==> config.mk <==
export PLATFORM = sky130hd
export DESIGN_NAME = cfg_regfile
export DESIGN_NICKNAME = d
export VERILOG_FILES = /design/src/rtl/cfg_regfile_pkg.sv /design/src/rtl/cfg_copy_seq.sv /design/src/rtl/cfg_addr_dec.sv /design/src/rtl/cfg_read_mux.sv /design/src/rtl/cfg_regfile.sv
export SDC_FILE = /design/constraint.sdc
export NUM_CORES = 1
export LEC_CHECK = 0
export BUFFER_PORTS_ARGS = -buffer_cell sky130_fd_sc_hd__buf_2
export CAP_MARGIN = 20
export CORE_UTILIZATION = 41
export DETAILED_ROUTE_END_ITERATION = 12
export GPL_TIMING_DRIVEN = 0
export PLACE_DENSITY = 0.71
export RECOVER_POWER = 100
export SKIP_CTS_REPAIR_TIMING = 1
export SLEW_MARGIN = 30
export SYNTH_ARGS = -nofsm -noshare
export SYNTH_HDL_FRONTEND = slang
export SYNTH_SLANG_ARGS = --single-unit
==> constraint.sdc <==
create_clock -name clk -period 5.25 [get_ports clk]
set_input_delay 0.2625 -clock clk [delete_from_list [all_inputs] [get_ports clk]]
set_output_delay 0.2625 -clock clk [all_outputs]
set_load 0.03 [all_outputs]
==> src/rtl/cfg_regfile_pkg.sv <==
package cfg_regfile_pkg;

    typedef enum logic [0:0] {
        ST_COPY,
        ST_READY
    } copy_state_e;

    typedef enum logic [2:0] {
        RG_CFG,
        RG_OTP,
        RG_PROFILE,
        RG_ID,
        RG_NONE
    } region_e;

endpackage

==> src/rtl/cfg_copy_seq.sv <==
module cfg_copy_seq
    import cfg_regfile_pkg::*;
#(
    parameter int DEPTH = 16,
    localparam int IDX_W = $clog2(DEPTH)
) (
    input  logic             clk,
    input  logic             rst_n,
    output logic             busy,
    output logic             copy_we,
    output logic [IDX_W-1:0] copy_idx
);

    localparam logic [IDX_W-1:0] LAST_IDX = IDX_W'(DEPTH - 1);

    copy_state_e      state_q, state_d;
    logic [IDX_W-1:0] idx_q, idx_d;

    // state register
    always_ff @(posedge clk or negedge rst_n) begin
        if (!rst_n) begin
            state_q <= ST_COPY;
            idx_q   <= '0;
        end else begin
            state_q <= state_d;
            idx_q   <= idx_d;
        end
    end

    // transitions
    always_comb begin
        state_d = state_q;
        idx_d   = idx_q;
        unique case (state_q)
            ST_COPY: begin
                idx_d = idx_q + 1'b1;
                if (idx_q == LAST_IDX) begin
                    state_d = ST_READY;
                end
            end
            ST_READY: begin
                state_d = ST_READY;
            end
            default: state_d = ST_READY;
        endcase
    end

    // outputs
    always_comb begin
        busy     = 1'b0;
        copy_we  = 1'b0;
        copy_idx = idx_q;
        unique case (state_q)
            ST_COPY: begin
                busy    = 1'b1;
                copy_we = 1'b1;
            end
            ST_READY: begin
                busy    = 1'b0;
                copy_we = 1'b0;
            end
            default: begin
                busy    = 1'b0;
                copy_we = 1'b0;
            end
        endcase
    end

endmodule

==> src/rtl/cfg_addr_dec.sv <==
module cfg_addr_dec
    import cfg_regfile_pkg::*;
#(
    parameter int ADDR_W       = 7,
    parameter int CFG_DEPTH    = 16,
    parameter int ID_BASE      = 120,
    parameter int ID_DEPTH     = 8,
    parameter int PROFILE_ADDR = 66,
    localparam int IDX_W    = $clog2(CFG_DEPTH),
    localparam int ID_IDX_W = $clog2(ID_DEPTH)
) (
    input  logic [ADDR_W-1:0]   addr,
    output region_e             region,
    output logic [IDX_W-1:0]    cfg_off,
    output logic [ID_IDX_W-1:0] id_off
);

    localparam logic [31:0] OTP_END = 32'(2 * CFG_DEPTH);
    localparam logic [31:0] ID_END  = 32'(ID_BASE + ID_DEPTH);

    logic [31:0] a32;
    assign a32 = 32'(addr);

    always_comb begin
        if (a32 < 32'(CFG_DEPTH)) begin
            region = RG_CFG;
        end else if (a32 < OTP_END) begin
            region = RG_OTP;
        end else if (a32 == 32'(PROFILE_ADDR)) begin
            region = RG_PROFILE;
        end else if (a32 >= 32'(ID_BASE) && a32 < ID_END) begin
            region = RG_ID;
        end else begin
            region = RG_NONE;
        end
    end

    // the mirror window starts at CFG_DEPTH, so the low bits index both areas
    assign cfg_off = addr[IDX_W-1:0];
    assign id_off  = ID_IDX_W'(addr - ADDR_W'(ID_BASE));

endmodule

==> src/rtl/cfg_read_mux.sv <==
module cfg_read_mux
    import cfg_regfile_pkg::*;
#(
    parameter int DATA_W      = 8,
    parameter int CFG_DEPTH   = 16,
    parameter int ID_DEPTH    = 8,
    parameter int PROFILE_VAL = 'h2C,
    localparam int IDX_W    = $clog2(CFG_DEPTH),
    localparam int ID_IDX_W = $clog2(ID_DEPTH)
) (
    input  region_e                       region,
    input  logic [IDX_W-1:0]              cfg_off,
    input  logic [ID_IDX_W-1:0]           id_off,
    input  logic                          prot,
    input  logic [CFG_DEPTH*DATA_W-1:0]   shadow_flat,
    input  logic [CFG_DEPTH*DATA_W-1:0]   otp_flat,
    input  logic [ID_DEPTH*DATA_W-1:0]    id_flat,
    output logic [DATA_W-1:0]             rbyte
);

    always_comb begin
        rbyte = '0;
        unique case (region)
            RG_CFG:     rbyte = prot ? '0 : shadow_flat[32'(cfg_off)*DATA_W +: DATA_W];
            RG_OTP:     rbyte = otp_flat[32'(cfg_off)*DATA_W +: DATA_W];
            RG_PROFILE: rbyte = DATA_W'(PROFILE_VAL);
            RG_ID:      rbyte = prot ? '0 : id_flat[32'(id_off)*DATA_W +: DATA_W];
            RG_NONE:    rbyte = '0;
            default:    rbyte = '0;
        endcase
    end

endmodule

==> src/rtl/cfg_regfile.sv <==
module cfg_regfile
    import cfg_regfile_pkg::*;
#(
    parameter int ADDR_W       = 7,
    parameter int DATA_W       = 8,
    parameter int CFG_DEPTH    = 16,
    parameter int ID_BASE      = 120,
    parameter int ID_DEPTH     = 8,
    parameter int PROFILE_ADDR = 66,
    parameter int PROFILE_VAL  = 'h2C,
    parameter int PROT_ADDR    = 5,
    parameter int PROT_BIT     = 6,
    parameter logic [ID_DEPTH*DATA_W-1:0] ID_INIT = 64'h963C_A500_0000_0000
) (
    input  logic                        clk,
    input  logic                        rst_n,
    input  logic [CFG_DEPTH*DATA_W-1:0] otp_bits,
    input  logic [ADDR_W-1:0]           bus_addr,
    input  logic [DATA_W-1:0]           bus_wdata,
    input  logic                        bus_we,
    input  logic                        bus_re,
    output logic [DATA_W-1:0]           bus_rdata,
    output logic                        busy,
    output logic [CFG_DEPTH*DATA_W-1:0] cfg_out
);

    localparam int IDX_W    = $clog2(CFG_DEPTH);
    localparam int ID_IDX_W = $clog2(ID_DEPTH);

    logic [DATA_W-1:0] shadow_q [CFG_DEPTH];
    logic [DATA_W-1:0] id_q     [ID_DEPTH];
    logic [ID_DEPTH*DATA_W-1:0] id_flat;

    logic                copy_we;
    logic [IDX_W-1:0]    copy_idx;
    region_e             region;
    logic [IDX_W-1:0]    cfg_off;
    logic [ID_IDX_W-1:0] id_off;
    logic                prot;
    logic                wr_ok;
    logic [DATA_W-1:0]   rbyte;

    cfg_copy_seq #(.DEPTH(CFG_DEPTH)) u_seq (
        .clk      (clk),
        .rst_n    (rst_n),
        .busy     (busy),
        .copy_we  (copy_we),
        .copy_idx (copy_idx)
    );

    cfg_addr_dec #(
        .ADDR_W       (ADDR_W),
        .CFG_DEPTH    (CFG_DEPTH),
        .ID_BASE      (ID_BASE),
        .ID_DEPTH     (ID_DEPTH),
        .PROFILE_ADDR (PROFILE_ADDR)
    ) u_dec (
        .addr    (bus_addr),
        .region  (region),
        .cfg_off (cfg_off),
        .id_off  (id_off)
    );

    genvar gi;
    generate
        for (gi = 0; gi < CFG_DEPTH; gi++) begin : g_cfg_flat
            assign cfg_out[gi*DATA_W +: DATA_W] = shadow_q[gi];
        end
        for (gi = 0; gi < ID_DEPTH; gi++) begin : g_id_flat
            assign id_flat[gi*DATA_W +: DATA_W] = id_q[gi];
        end
    endgenerate

    assign prot  = shadow_q[PROT_ADDR][PROT_BIT];
    assign wr_ok = bus_we && !busy && !prot;

    // storage: the copy owns the shadow bytes while it runs
    always_ff @(posedge clk or negedge rst_n) begin
        if (!rst_n) begin
            for (int i = 0; i < CFG_DEPTH; i++) begin
                shadow_q[i] <= '0;
            end
            for (int i = 0; i < ID_DEPTH; i++) begin
                id_q[i] <= ID_INIT[i*DATA_W +: DATA_W];
            end
        end else if (copy_we) begin
            shadow_q[copy_idx] <= otp_bits[32'(copy_idx)*DATA_W +: DATA_W];
        end else if (wr_ok) begin
            if (region == RG_CFG) begin
                shadow_q[cfg_off] <= bus_wdata;
            end else if (region == RG_ID) begin
                id_q[id_off] <= bus_wdata;
            end
        end
    end

    cfg_read_mux #(
        .DATA_W      (DATA_W),
        .CFG_DEPTH   (CFG_DEPTH),
        .ID_DEPTH    (ID_DEPTH),
        .PROFILE_VAL (PROFILE_VAL)
    ) u_rmux (
        .region      (region),
        .cfg_off     (cfg_off),
        .id_off      (id_off),
        .prot        (prot),
        .shadow_flat (cfg_out),
        .otp_flat    (otp_bits),
        .id_flat     (id_flat),
        .rbyte       (rbyte)
    );

    always_ff @(posedge clk or negedge rst_n) begin
        if (!rst_n) begin
            bus_rdata <= '0;
        end else if (bus_re) begin
            bus_rdata <= rbyte;
        end
    end

endmodule

==> impl_metrics.prom, run 1 <==
# TYPE chip_impl_metric gauge
chip_impl_metric{name="vdd.ir_drop.worst",unit="mV"} 0.202
chip_impl_metric{name="timing.clock.skew",unit="ps"} 12.5
chip_impl_info{name="violations",value="capacitance limit, slew limit"} 1
chip_impl_info{name="ys_top_cells_by_area",value="sky130_fd_sc_hd__dfrtp_1 (39%), sky130_fd_sc_hd__mux4_2 (20%), sky130_fd_sc_hd__mux2_2 (6.6%), sky130_fd_sc_hd__o221ai_1 (6.5%), sky130_fd_sc_hd__nand2_1 (4.1%)"} 1
chip_impl_metric{name="grt_remaining_overflow",unit=""} 0
chip_impl_metric{name="portion_of_the_clock_cycle_consumed_by_the_worst_path_in_the_final_layout",unit="%"} 84.3
chip_impl_metric{name="antenna_violations_before_repair",unit=""} 2
chip_impl_metric{name="mean_instance_size_in_the_synthesized_netlist",unit="sq um"} 11.9
chip_impl_metric{name="finalCoreUtilization",unit="%"} 50.1
chip_impl_metric{name="h-tree-depth",unit=""} 1
chip_impl_metric{name="maxSlewViolCount",unit=""} 123
chip_impl_metric{name="floorplan.initialDensity",unit="%"} 41.7
chip_impl_metric{name="post_drt_via_cell_ratio",unit=""} 6.69
chip_impl_info{name="cts_tree",value="done"} 1
chip_impl_info{name="ctsRootBufferMaster",value="sky130_fd_sc_hd__clkbuf_16"} 1
chip_impl_metric{name="dpl.hpwl",unit="mm"} 40.0
chip_impl_metric{name="first_pass_iteration_count_of_the_detailed_router",unit=""} 5
chip_impl_metric{name="cell_leakage_power",unit="nW"} 6.04
chip_impl_metric{name="maximum_number_of_pins_on_one_net_before_global_route_repair",unit=""} 80
chip_impl_info{name="hold_path.class",value="in -> reg"} 1
chip_impl_metric{name="number_of_antenna_violating_nets_in_the_routed_design",unit=""} 0
chip_impl_metric{name="synth_warnings",unit=""} 0
chip_impl_info{name="synth_top_cell_by_area",value="sky130_fd_sc_hd__dfrtp_1"} 1
chip_impl_metric{name="synth_largest_type_area_fraction",unit="%"} 39.0
chip_impl_metric{name="worst-path-max-fanout",unit=""} 10
chip_impl_metric{name="layout.filler_cells",unit=""} 2809
chip_impl_info{name="rsz_0062_raised_after_global_routing",value="false"} 1
chip_impl_metric{name="layout-area-overhead-vs-synth",unit="%"} 19.9
chip_impl_info{name="end_kind",value="register"} 1
chip_impl_info{name="category_of_the_most_critical_setup_path",value="reg -> reg"} 1
chip_impl_metric{name="r2r_slack",unit="ps"} 820
chip_impl_info{name="ys_dominant_reg_cell",value="sky130_fd_sc_hd__dfrtp_1"} 1
chip_impl_metric{name="yosysSeqAreaShare",unit="%"} 41.6
chip_impl_metric{name="placedCellCount",unit=""} 1712
chip_impl_metric{name="finalHoldWorstSlack",unit="ps"} 149
chip_impl_info{name="rr_endpoint",value="cfg_out[116]"} 1
chip_impl_info{name="cp_common_cell",value="sky130_fd_sc_hd__clkbuf_1"} 1
chip_impl_metric{name="powerDensity",unit="nW/um^2"} 288
chip_impl_metric{name="place_congestion",unit=""} 0.965
chip_impl_info{name="worstSetupStartpointType",value="register"} 1
chip_impl_metric{name="share_of_synthesized_flip_flops_with_an_asynchronous_set_or_reset",unit="%"} 100
chip_impl_metric{name="worst_skew_pair.late_latency",unit="ps"} 510
chip_impl_metric{name="numPortBuffers",unit=""} 278
chip_impl_metric{name="ys_types",unit=""} 56
chip_impl_metric{name="final_period_minus_worst_setup_slack",unit="ps"} 4430
chip_impl_metric{name="std_cell_rows",unit=""} 63
chip_impl_metric{name="post_layout_nonfiller_instances",unit=""} 1754
chip_impl_metric{name="fp.dieW",unit="um"} 176
chip_impl_metric{name="final.setup.worst_slack",unit="ps"} 824
chip_impl_info{name="path_cells",value="clkbuf_1 > clkbuf_1 > mux4_2 > mux2_2 > o21ai_0 > clkbuf_1 > o221ai_1"} 1
chip_impl_metric{name="detailed_place.area",unit="sq um"} 14300
chip_impl_metric{name="initialDrtViolationCount",unit=""} 1527
chip_impl_metric{name="fmax",unit="MHz"} 226
chip_impl_metric{name="via_count",unit=""} 11700
chip_impl_metric{name="synthesis.nets",unit=""} 1193
chip_impl_metric{name="hold_violations",unit=""} 0
chip_impl_metric{name="cts.sinks",unit=""} 205
chip_impl_metric{name="drive_gt1_share",unit="%"} 29.3
chip_impl_metric{name="post_layout_instance_area",unit="sq um"} 14800
chip_impl_metric{name="syn-instance-count",unit=""} 1042
chip_impl_metric{name="grt_pass1_wl",unit="mm"} 76.5
chip_impl_metric{name="power",unit="mW"} 4.28
chip_impl_metric{name="drc_errors",unit=""} 0
chip_impl_metric{name="clock_buffer_count_from_cts",unit=""} 22
chip_impl_metric{name="design.portCount",unit=""} 284
chip_impl_metric{name="synth.ff_latch_count",unit=""} 205
chip_impl_metric{name="net_total_in_the_final_layout",unit=""} 1498
chip_impl_metric{name="fp.coreArea",unit="sq um"} 29600
chip_impl_metric{name="finalSetupViolCount",unit=""} 0
chip_impl_info{name="r2r_start",value="u_seq.copy_idx[1]"} 1
chip_impl_info{name="min_delay_worst_endpoint",value="cfg_out[103]"} 1
chip_impl_metric{name="max-slew-margin-rel",unit="%"} -121
chip_impl_metric{name="pre_cts_ws",unit="ps"} 1720
chip_impl_info{name="timing.hold.worst.start",value="bus_wdata[7]"} 1
chip_impl_metric{name="cap_viol_max_count",unit=""} 9
chip_impl_metric{name="finalSetupTns",unit="ps"} 0
chip_impl_metric{name="syn-cell-area",unit="sq um"} 12400
chip_impl_metric{name="worst_r2r_path_depth",unit=""} 7
chip_impl_metric{name="detail_route.wirelength",unit="mm"} 52.5
chip_impl_metric{name="die_y",unit="um"} 176
chip_impl_metric{name="routed_wire_length_per_instance",unit="um"} 29.9
chip_impl_metric{name="crit_required",unit="ps"} 5600
chip_impl_metric{name="synth-edff-count",unit=""} 0
chip_impl_metric{name="worst_path_largest_cell_delay",unit="ps"} 1290
chip_impl_metric{name="grtUsageTotal",unit="%"} 33.7
chip_impl_metric{name="clkSlewWorstSetupHoldPaths",unit="ps"} 60
chip_impl_metric{name="whs_path_depth",unit=""} 3
chip_impl_info{name="result_of_the_run",value="finished with violations"} 1
chip_impl_metric{name="floorplan.die_area",unit="sq um"} 30900
chip_impl_metric{name="first_global_vias",unit=""} 11700
chip_impl_metric{name="timing_worst_slew_pin_value",unit="ps"} 3320
chip_impl_metric{name="cts_buffer_depth",unit=""} 3
chip_impl_info{name="critical_path.slowest_cell",value="sky130_fd_sc_hd__o21ai_0"} 1
chip_impl_metric{name="critPathArrivalTime",unit="ps"} 4770
==> placed cells by master, fill, tap and decap left out, drive strengths merged, types with 3 or more instances in the layout <==
cell	n
nand4	7
mux4	109
xnor2	3
buf	172
mux2i	37
a211o	3
a31oi	6
o221ai	93
a22oi	22
a221oi	5
dfrtp	193
o21a	9
a211oi	3
o211ai	11
and2	4
dfstp	12
o21ai	40
nand2	134
nand2b	11
nor3	5
a21boi	4
or4	3
nor2b	7
a22o	8
ha	4
nor4	4
nor2	42
o22ai	9
or2	3
nand3	45
a21oi	11
mux2	73
or3	3
inv	5
clkbuf	242
==> cell families after synthesis <==
logic type | count (synthesis) | synth area share [%]
AO/OA/AOI/OAI | 230 | 14.0
XOR/XNOR | 3 | 0.212
adder cells (fa/ha/maj) | 4 | 0.405
buffers and inverters | 103 | 3.75
flip-flops | 205 | 41.6
multiplexers | 219 | 29.5
AND/OR/NAND/NOR | 278 | 10.5
==> how the worst max path moves through the flow <==
stage	start	to	cells past startpoint
CTS	u_seq.copy_idx[1]	cfg_out[39]	7
detailed placement	u_seq.copy_idx[1]	cfg_out[39]	7
finish	u_seq.copy_idx[1]	cfg_out[116]	7
global placement	rst_n	cfg_out[33]	1
floorplan	u_seq.copy_idx[1]	cfg_out[10]	10
global route	u_seq.copy_idx[1]	cfg_out[20]	7
==> synth_stat cells (11+ instances only) <==
cell type and count:
sky130_fd_sc_hd__mux4_2 109, sky130_fd_sc_hd__o211ai_1 11, sky130_fd_sc_hd__dfstp_2 12, sky130_fd_sc_hd__buf_1 13
sky130_fd_sc_hd__dfrtp_1 193, sky130_fd_sc_hd__buf_2 26, sky130_fd_sc_hd__nand3_1 45, sky130_fd_sc_hd__o21ai_0 32
sky130_fd_sc_hd__mux2i_1 37, sky130_fd_sc_hd__a22oi_1 22, sky130_fd_sc_hd__mux2_2 73, sky130_fd_sc_hd__o221ai_1 92
sky130_fd_sc_hd__a21oi_1 11, sky130_fd_sc_hd__nor2_1 41, sky130_fd_sc_hd__nand2b_1 11, sky130_fd_sc_hd__clkbuf_1 49
sky130_fd_sc_hd__nand2_1 134
==> registers in the layout, summed over array words and instances (netlist names) <==
| register | count |
|---|---|
| cfg_out | 128 |
| id_flat | 64 |
| bus_rdata | 8 |
| u_seq.copy_idx | 4 |
| u_seq.state_q | 1 |
==> final cells by class <==
cell class / instances / area, sq um / share of cell area, %
Clock buffer: 36 / 714 / 4.82
Buffer: 98 / 410 / 2.77
Tap cell: 390 / 488 / 3.29
Multi-Input combinational cell: 734 / 6730 / 45.4
Antenna cell: 2 / 5.00 / 0.0337
Clock inverter: 3 / 40.0 / 0.270
Sequential cell: 205 / 5140 / 34.7
Timing Repair Buffer: 281 / 1280 / 8.64
Inverter: 5 / 18.8 / 0.126
==> power by group <==
part / total [mW] / internal (mW) / switching, mW
Combinational: 0.846 / 0.296 / 0.550
Clock: 1.62 / 0.974 / 0.643
Sequential: 1.82 / 1.69 / 0.129
==> worst max-delay path: cells and delay by family (launching register included) <==
kind / cells / cell delay [ps]
mux: 2 / 700
buf+inv: 3 / 1640
compound gates: 2 / 1530
flops: 1 / 380
==> per-layer routing <==
| layer | GRT usage (%) | share of wire (%) |
|---|---|---|
| met5 | 0 | 0 |
| met4 | 16.1 | 5.9 |
| met3 | 7.47 | 12 |
| met2 | 54.0 | 46 |
| met1 | 43.5 | 37 |
(Power assumes the default switching activity.)
==> inputs of run 2 (changes only) <==
==> constraint.sdc (replaced) <==
create_clock -name clk -period 4.2 [get_ports clk]
set_input_delay 0.21 -clock clk [delete_from_list [all_inputs] [get_ports clk]]
set_output_delay 0.21 -clock clk [all_outputs]
set_load 0.03 [all_outputs]
==> impl_metrics.prom, run 2 (synthesis results as in run 1) <==
# TYPE chip_impl_metric gauge
chip_impl_metric{name="number_of_antenna_violating_nets_in_the_routed_design",unit=""} 0
chip_impl_metric{name="timing_worst_slew_pin_value",unit="ps"} 3280
chip_impl_metric{name="worst-path-max-fanout",unit=""} 10
chip_impl_metric{name="finalSetupTns",unit="ps"} 0
chip_impl_metric{name="maximum_number_of_pins_on_one_net_before_global_route_repair",unit=""} 80
chip_impl_metric{name="grtUsageTotal",unit="%"} 33.7
chip_impl_metric{name="fp.coreArea",unit="sq um"} 29600
chip_impl_info{name="result_of_the_run",value="finished with violations"} 1
chip_impl_metric{name="grt_pass1_wl",unit="mm"} 76.5
chip_impl_metric{name="final_period_minus_worst_setup_slack",unit="ps"} 4100
chip_impl_metric{name="finalSetupViolCount",unit=""} 0
chip_impl_info{name="end_kind",value="register"} 1
chip_impl_info{name="final_common_cell",value="sky130_fd_sc_hd__clkbuf_1"} 1
chip_impl_metric{name="crit_required",unit="ps"} 4550
chip_impl_metric{name="antenna_violations_before_repair",unit=""} 2
chip_impl_metric{name="cts_buffer_depth",unit=""} 3
chip_impl_info{name="path_cells",value="clkbuf_1 > clkbuf_1 > mux4_2 > mux2_2 > o21ai_0 > clkbuf_2 > o221ai_1"} 1
chip_impl_info{name="worstSetupStartpointType",value="register"} 1
chip_impl_metric{name="numPortBuffers",unit=""} 278
chip_impl_info{name="rsz_0062_raised_after_global_routing",value="false"} 1
chip_impl_metric{name="post_drt_via_cell_ratio",unit=""} 6.70
chip_impl_metric{name="final.setup.worst_slack",unit="ps"} 105
chip_impl_metric{name="initialDrtViolationCount",unit=""} 1650
chip_impl_metric{name="timing.critical_path.buf_inv",unit=""} 3
chip_impl_metric{name="dpl.hpwl",unit="mm"} 40.0
chip_impl_metric{name="pre_cts_ws",unit="ps"} 671
chip_impl_metric{name="die_y",unit="um"} 176
chip_impl_info{name="cp_common_cell",value="sky130_fd_sc_hd__clkbuf_1"} 1
chip_impl_metric{name="max-slew-margin-rel",unit="%"} -119
chip_impl_metric{name="first_pass_iteration_count_of_the_detailed_router",unit=""} 6
chip_impl_metric{name="layout.filler_cells",unit=""} 2809
chip_impl_info{name="leading_cell_types_in_the_layout_fill_and_taps_excluded",value="sky130_fd_sc_hd__clkbuf_1 (206), sky130_fd_sc_hd__dfrtp_1 (193), sky130_fd_sc_hd__buf_2 (159)"} 1
chip_impl_metric{name="cell_leakage_power",unit="nW"} 6.05
chip_impl_metric{name="drc_errors",unit=""} 0
chip_impl_info{name="critical_path.slowest_cell",value="sky130_fd_sc_hd__o21ai_0"} 1
chip_impl_metric{name="design.portCount",unit=""} 284
chip_impl_metric{name="place_congestion",unit=""} 0.965
chip_impl_metric{name="h-tree-depth",unit=""} 1
chip_impl_metric{name="placedCellCount",unit=""} 1712
chip_impl_metric{name="hold_violations",unit=""} 0
chip_impl_metric{name="fmax",unit="MHz"} 244
chip_impl_metric{name="critPathArrivalTime",unit="ps"} 4450
chip_impl_metric{name="worst_skew_pair.late_latency",unit="ps"} 510
chip_impl_metric{name="clock_buffer_count_from_cts",unit=""} 22
chip_impl_metric{name="maxSlewViolCount",unit=""} 98
chip_impl_metric{name="post_layout_nonfiller_instances",unit=""} 1753
chip_impl_metric{name="via_count",unit=""} 11800
chip_impl_metric{name="floorplan.initialDensity",unit="%"} 41.7
chip_impl_metric{name="routed_wire_length_per_instance",unit="um"} 30.0
chip_impl_metric{name="portion_of_the_clock_cycle_consumed_by_the_worst_path_in_the_final_layout",unit="%"} 97.5
chip_impl_metric{name="layout-area-overhead-vs-synth",unit="%"} 20.1
chip_impl_info{name="category_of_the_most_critical_setup_path",value="reg -> reg"} 1
chip_impl_metric{name="largest_register_ffs",unit=""} 128
chip_impl_metric{name="drive_gt1_share",unit="%"} 29.7
chip_impl_metric{name="vdd.ir_drop.worst",unit="mV"} 0.257
chip_impl_info{name="violations",value="capacitance limit, slew limit"} 1
chip_impl_info{name="crit_family",value="buffers and inverters"} 1
chip_impl_metric{name="clkSlewWorstSetupHoldPaths",unit="ps"} 60
chip_impl_metric{name="powerDensity",unit="nW/um^2"} 360
chip_impl_metric{name="first_global_vias",unit=""} 11700
chip_impl_info{name="hold_path.class",value="in -> reg"} 1
chip_impl_info{name="ctsRootBufferMaster",value="sky130_fd_sc_hd__clkbuf_16"} 1
chip_impl_metric{name="net_total_in_the_final_layout",unit=""} 1498
chip_impl_metric{name="grt_remaining_overflow",unit=""} 0
chip_impl_metric{name="worst_path_largest_cell_delay",unit="ps"} 1230
chip_impl_metric{name="cap_viol_max_count",unit=""} 6
chip_impl_metric{name="fp.dieW",unit="um"} 176
chip_impl_metric{name="floorplan.die_area",unit="sq um"} 30900
chip_impl_info{name="cts_tree",value="done"} 1
chip_impl_metric{name="cts.sinks",unit=""} 205
chip_impl_metric{name="timing.clock.skew",unit="ps"} 10.8
chip_impl_metric{name="std_cell_rows",unit=""} 63
chip_impl_metric{name="finalHoldWorstSlack",unit="ps"} 101
chip_impl_metric{name="detail_route.wirelength",unit="mm"} 52.6
==> run 2: cell count changes in the layout (fill, tap and decap cells not counted), sizes merged <==
cell / previous run / this run
buf: 172 / 175
clkbuf: 242 / 239
diode: 2 / 1
==> run 2: stage by stage <==
step | util (%) | power, mW | cell area (sq um)
6_report | 50.1 | 5.35 | 14900
5_1_grt | 50.1 | 5.50 | 14900
4_1_cts | 50.9 | 5.38 | 15100
3_5_place_dp | 48.4 | 3.37 | 14300
3_3_place_gp | 48.1 | 3.34 | 14200
2_1_floorplan | - | 2.88 | 12400
==> run 2: path summary, 6_finish.rpt <==
| check | start | to | slack (ps) | cells past startpoint |
|---|---|---|---|---|
| setup / recovery | u_seq.copy_idx[1] | cfg_out[121] | 100 | 7 |
| hold / removal | bus_wdata[7] | cfg_out[103] | 100 | 3 |
| setup reg to reg | u_seq.copy_idx[1] | cfg_out[121] | 100 | 7 |
| hold reg to reg | id_flat[39] | id_flat[39] | 500 | 1 |
| max in group asynchronous | rst_n | id_flat[62] | 990 | 2 |
| min in group asynchronous | rst_n | id_flat[61] | 1370 | 2 |
==> run 2: final cells by class <==
cell class	instances	area (sq um)	area share, %
multi-input combinational	734	6740	45.4
sequential	205	5140	34.6
timing repair buffer	281	1280	8.64
clock buffer	36	714	4.81
tap	390	488	3.29
buffer	98	419	2.82
clock inverter	3	40.0	0.270
inverter	5	18.8	0.126
antenna	1	2.50	0.0168
==> run 2: layer usage <==
metal | vias up | wire (um) | track usage (%)
li1 | 4726 | - | -
met5 | - | 0 | 0
met3 | 172 | 5910 | 7.47
met1 | 5928 | 19500 | 43.5
met4 | 0 | 2990 | 16.1
met2 | 925 | 24300 | 54.0
==> run 2: power breakdown <==
group | switching [mW] | total, mW | leakage [nW] | internal (mW)
logic | 0.690 | 1.06 | 3.16 | 0.371
clock network | 0.806 | 2.02 | 0.375 | 1.22
registers | 0.160 | 2.27 | 2.52 | 2.11
==> run 2: worst min-delay path, stage by stage <==
cell and delay, ps:
sky130_fd_sc_hd__buf_2 200, sky130_fd_sc_hd__a22oi_1 90, sky130_fd_sc_hd__o21ai_0 70
